`src/rtl/sn_hdr_pkg.sv`:
```
package sn_hdr_pkg;
    localparam int HDR_W  = 8;
    localparam int CW_LEN = 7;
    localparam int SYN_W  = 3;

    typedef enum logic [1:0] {
        ERR_NONE = 2'd0,
        ERR_ONE  = 2'd1,
        ERR_MANY = 2'd2
    } err_cls_e;

    typedef enum logic {
        MODE_CORR   = 1'b0,
        MODE_DETECT = 1'b1
    } mode_e;

    // x^i reduced modulo x^3 + x + 1
    function automatic logic [SYN_W-1:0] gpow(input int i);
        logic [SYN_W-1:0] r;
        r = 3'b001;
        for (int k = 0; k < i; k++) begin
            r = {r[1:0], 1'b0} ^ (r[2] ? 3'b011 : 3'b000);
        end
        return r;
    endfunction
endpackage

```
`src/rtl/sn_hdr_decode.sv`:
```
module sn_hdr_decode
    import sn_hdr_pkg::*;
(
    input  logic [HDR_W-1:0] hdr,
    output logic [SYN_W-1:0] syn,
    output logic             par_bad,
    output err_cls_e         cls,
    output logic [HDR_W-1:0] fixed
);
    always_comb begin
        syn = '0;
        for (int i = 0; i < CW_LEN; i++) begin
            if (hdr[i+1]) syn = syn ^ gpow(i);
        end
        par_bad = ^hdr;

        if (!par_bad && syn == '0)      cls = ERR_NONE;
        else if (par_bad)               cls = ERR_ONE;
        else                            cls = ERR_MANY;

        fixed = hdr;
        if (par_bad) begin
            if (syn == '0) begin
                fixed[0] = ~hdr[0];
            end else begin
                for (int i = 0; i < CW_LEN; i++) begin
                    if (gpow(i) == syn) fixed[i+1] = ~hdr[i+1];
                end
            end
        end
    end
endmodule

```
`src/rtl/sn_hdr_mode.sv`:
```
module sn_hdr_mode
    import sn_hdr_pkg::*;
(
    input  logic     clk,
    input  logic     rst_n,
    input  logic     hdr_stb,
    input  err_cls_e cls,
    output logic     corr_mode
);
    mode_e mode_d, mode_q;

    always_comb begin
        mode_d = mode_q;
        if (hdr_stb) begin
            mode_d = (cls == ERR_NONE) ? MODE_CORR : MODE_DETECT;
        end
    end

    always_ff @(posedge clk) begin
        if (!rst_n) mode_q <= MODE_CORR;
        else        mode_q <= mode_d;
    end

    assign corr_mode = (mode_q == MODE_CORR);
endmodule

```
`src/rtl/sn_hdr_rx.sv`:
```
module sn_hdr_rx
    import sn_hdr_pkg::*;
#(
    parameter int UNIT_BYTES = 48
) (
    input  logic             clk,
    input  logic             rst_n,
    input  logic             in_valid,
    input  logic [HDR_W-1:0] in_data,
    output logic             out_valid,
    output logic             out_first,
    output logic [HDR_W-1:0] out_data,
    output logic             out_csi,
    output logic [2:0]       out_seq,
    output logic             out_sn_ok,
    output logic             out_err_single,
    output logic             out_err_multi,
    output logic             out_corr_mode
);
    localparam int CNT_W = (UNIT_BYTES > 2) ? $clog2(UNIT_BYTES) : 1;
    localparam logic [CNT_W-1:0] LAST = CNT_W'(UNIT_BYTES - 1);

    typedef struct packed {
        logic [CNT_W-1:0] cnt;
        logic             ov;
        logic             of;
        logic [HDR_W-1:0] od;
        logic             csi;
        logic [2:0]       seq;
        logic             ok;
        logic             es;
        logic             em;
    } st_t;

    st_t st_d, st_q;

    logic             hdr_stb;
    logic [SYN_W-1:0] syn;
    logic             par_bad;
    err_cls_e         cls;
    logic [HDR_W-1:0] fixed;
    logic             corr_mode;

    assign hdr_stb = in_valid && (st_q.cnt == '0);

    sn_hdr_decode u_dec (
        .hdr     (in_data),
        .syn     (syn),
        .par_bad (par_bad),
        .cls     (cls),
        .fixed   (fixed)
    );

    sn_hdr_mode u_mode (
        .clk       (clk),
        .rst_n     (rst_n),
        .hdr_stb   (hdr_stb),
        .cls       (cls),
        .corr_mode (corr_mode)
    );

    always_comb begin
        logic [HDR_W-1:0] use_hdr;
        st_d    = st_q;
        st_d.ov = 1'b0;
        st_d.of = 1'b0;
        use_hdr = (corr_mode && cls == ERR_ONE) ? fixed : in_data;
        if (in_valid) begin
            if (st_q.cnt == '0) begin
                st_d.csi = use_hdr[7];
                st_d.seq = use_hdr[6:4];
                st_d.es  = (cls == ERR_ONE);
                st_d.em  = (cls == ERR_MANY);
                st_d.ok  = (cls == ERR_NONE) || (cls == ERR_ONE && corr_mode);
            end else begin
                st_d.ov = 1'b1;
                st_d.od = in_data;
                st_d.of = (st_q.cnt == CNT_W'(1));
            end
            st_d.cnt = (st_q.cnt == LAST) ? '0 : st_q.cnt + 1'b1;
        end
    end

    always_ff @(posedge clk) begin
        if (!rst_n) st_q <= '0;
        else        st_q <= st_d;
    end

    assign out_valid      = st_q.ov;
    assign out_first      = st_q.of;
    assign out_data       = st_q.od;
    assign out_csi        = st_q.csi;
    assign out_seq        = st_q.seq;
    assign out_sn_ok      = st_q.ok;
    assign out_err_single = st_q.es;
    assign out_err_multi  = st_q.em;
    assign out_corr_mode  = corr_mode;
endmodule

```
`config.mk`:
```
export PLATFORM = sky130hd
export DESIGN_NAME = sn_hdr_rx
export DESIGN_NICKNAME = d
export VERILOG_FILES = /design/src/rtl/sn_hdr_pkg.sv /design/src/rtl/sn_hdr_decode.sv /design/src/rtl/sn_hdr_mode.sv /design/src/rtl/sn_hdr_rx.sv
export SDC_FILE = /design/constraint.sdc
export NUM_CORES = 1
export LEC_CHECK = 0
export BUFFER_PORTS_ARGS = -buffer_cell sky130_fd_sc_hd__buf_2
export CAP_MARGIN = 20
export CORE_UTILIZATION = 48
export CTS_CLUSTER_DIAMETER = 30
export DETAILED_ROUTE_END_ITERATION = 16
export PLACE_DENSITY = 0.74
export SETUP_SLACK_MARGIN = 0.4
export SLEW_MARGIN = 10
export SYNTH_ARGS = -nofsm -noshare
export SYNTH_HDL_FRONTEND = slang
export SYNTH_SLANG_ARGS = --single-unit
```
`constraint.sdc`:
```
create_clock -name clk -period 1.8 [get_ports clk]
set_clock_uncertainty 0.2 [all_clocks]
set_input_delay 0 -clock clk [delete_from_list [all_inputs] [get_ports clk]]
set_output_delay 0 -clock clk [all_outputs]
set_load 0.01 [all_outputs]
```
==> out/summary.txt <==
Setup Viol. Count Final = 0
Routability congestion estimate from global placement = 0.868
Clk buf depth = 2
Synth Area in Compound Gates = 0.135
Seq/Total Area, Yosys = 0.342
Cell variety after synth = 36
Largest net degree at the start of global routing = 15
GRT Resource Usage Total = 0.210
List of most frequent post-synthesis cells = dfxtp_1 (24), nor2_1 (19), buf_4 (14), xnor2_1 (12), mux2i_1 (11)
Root Driver = clkbuf_4
Max-cap violations = 0
XOR/XNOR share of the synthesized area = 0.142
Largest family of logic cells by synthesized area = simple AND/OR/NAND/NOR gates
Post-synth EDFFs = 0
Fillers = 209
Core ar. = 0.00276 mm^2
Outcome = finished clean
Synth-to-Final Area Change = 28.8%
Crit-path max FO = 4
Final wirelength = 3.24 mm
Final Max Slew Viols = 0
Tightest Pin Transition = 0.535 ns
IO buf count = 28
Nets = 203
Chip width = 56.1 um
Chip Height = 56.1 um
CP Class = register to register
CTS tree = built
Post-Syn Area = 0.00141 mm^2
Mux cell area share after synthesis = 0.0784
Num rows = 19
Synth Instances = 157
Via count = 1243
CTS Buf Count = 3
Most common cell in the netlist = dfxtp_1
VDD IR max = 0.576 mV
Worst Hold Launch = in_data[5]
Setup WS pre-CTS = 0.0793 ns
Clk Latency, worst-skew pair = 0.32 ns
Top post-synthesis cells by area = dfxtp_1 (34%), mux2i_1 (7.8%), buf_4 (7.5%)
Vias in the first global route = 1148
Yosys warns = 0
Flop-to-flop setup slack = 0.24 ns
Via density = 5.68
Overflow after GRT = 0
Final hold violations = 0
RSZ-0062 raised after global routing = yes
Starting Density = 0.510
Final setup TNS = 0 ns
I/O pins = 29
Post-Synth Simple-Gate Area = 0.162
Final period util = 0.869
Crit. End Element = register
Pwr dens = 798 mW/mm^2
Post-Syn Nets = 171
Post-synth top area share = 0.342
Die ar. = 0.00315 mm^2
Drt pass-1 iters = 4
CTS HTree Levels = 1
#FFs+latches synth = 24
Crit path DAT = 1.61 ns
Antenna fix cells = 0
Initial antenna violation count = 0
Syn avg cell area = 8.95 um^2
Drt wl/cell = 14.8 um
Critical path origin = st_q[21]$_SDFFE_PN0P_
Number of DRC markers in iteration 0 = 43
Clk slew on worst S/H paths = 0.14 ns
Hold crit path type = input port to register
P_leak = 0.000769 uW
First-pass GRT wire length = 5.23 mm
Post-Synth Adder-Cell Area = 0.0267
HPWL after DPL = 2.05 mm
CP required = 1.85 ns
Antenna viol nets, final = 0
Peak Freq = 639 MHz
Worst flop-to-flop path startpoint = st_q[21]$_SDFFE_PN0P_
DRC errors left = 0
Share of layout cells above drive strength 1 = 0.340
Max transition margin = 0.641
Crit start category = register
Fin crit period = 1.56 ns
Main synth FF type = dfxtp_1
Sink Count = 24
Synth async-reset ratio = 0
Synth area leader = dfxtp_1
Final setup margin = 0.235 ns
## sequential cells by signal, indices dropped and copies added, names as in the netlist
name and count:
out_csi 1, u_mode.mode_q 1, out_err_multi 1, out_valid 1
out_err_single 1, out_sn_ok 1, out_seq 3, out_first 1
st_q 6, out_data 8
## area by class of cell
type	instances	area [um^2]	area share
multi-input combinational	108	846	0.467
sequential	24	495	0.274
timing repair buffer	48	359	0.198
tap	31	38.8	0.0214
clock inverter	1	30.0	0.0166
clock buffer	3	22.5	0.0124
inverter	4	17.5	0.00968
## worst max-delay path, stage by stage, from the launching register on
cell and delay, ns:
dfxtp_4 0.38, nor4_4 0.28, buf_4 0.18, buf_4 0.10, nand3_2 0.11, a211oi_1 0.24
## what timing repair did
item,4_1_cts,5_1_grt
pin swaps,3,5
endpoints found under the setup margin,21,21
hold buffers,11,0
resized for setup,9,8
cloned,0,1
setup buffers,4,2
hold endpoints to repair,23,0
## where the power goes
group          total (uW)  internal, uW  switching [uW]
logic                 447           213             234
registers             597           570            27.5
clock network         400           225             175
total                1440          1010             436
## stage by stage
| stage | util | cell area, um^2 | total power, uW | hold slack [ns] | std cells |
|---|---|---|---|---|---|
| final | 0.656 | 1810 | 1440 | 0.00130 | 219 |
| after global routing | 0.656 | 1810 | 1510 | 0.0256 | 219 |
| after CTS | 0.629 | 1740 | 1400 | 0.00568 | 216 |
| after detailed placement | 0.546 | 1510 | 967 | 0.125 | 197 |
| after global placement | 0.546 | 1510 | 957 | 0.112 | 197 |
| after floorplan | - | 1470 | 908 | -0.0528 | 157 |
## placed cells by master, fill, tap and decap left out, types with 2 or more instances in the layout
cell type	instances
nor3_1	3
dfxtp_4	3
a211oi_1	2
nor2_1	19
nand4_1	5
a211oi_2	2
o211ai_1	2
a21oi_1	5
buf_4	5
o41ai_1	2
nor4_1	2
clkbuf_4	3
nand2_1	4
o21ai_0	4
mux2i_1	10
buf_2	28
and3_1	2
dfxtp_1	18
xnor2_1	10
a31oi_1	2
xor2_1	7
dfxtp_2	3
dlygate4sd3_1	11
xnor2_2	4
inv_1	2
nand3_1	3
ha_1	2
## kinds of logic (layout without fill, tap and decap cells)
logic type                 Yosys count  in the layout
AOI/OAI and AO/OA                   27             27
xor gates and xnor gates            21             21
adders and majority gates            3              3
buffers and inverters               25             56
DFF                                 24             24
muxes                               11             11
and+or+nand+nor                     46             46
## routing by layer
metal / vias to the layer above / wire [um] / track usage
li1: 597 / - / -
met1: 582 / 1460 / 0.259
met2: 50 / 1490 / 0.355
met3: 14 / 188 / 0.0372
met4: 0 / 102 / 0.0906
met5: - / 0 / 0
## path summary, 6_finish.rpt
kind	cells after the start	endpoint
worst max-delay path	5	u_mode.mode_q$_SDFFE_PN0P_
worst min-delay path	3	out_seq[2]$_SDFFE_PN0P_
worst max register to register	5	u_mode.mode_q$_SDFFE_PN0P_
worst min register to register	2	out_err_single$_SDFFE_PN0P_
No activity file was read; power rests on OpenSTA's default activity.
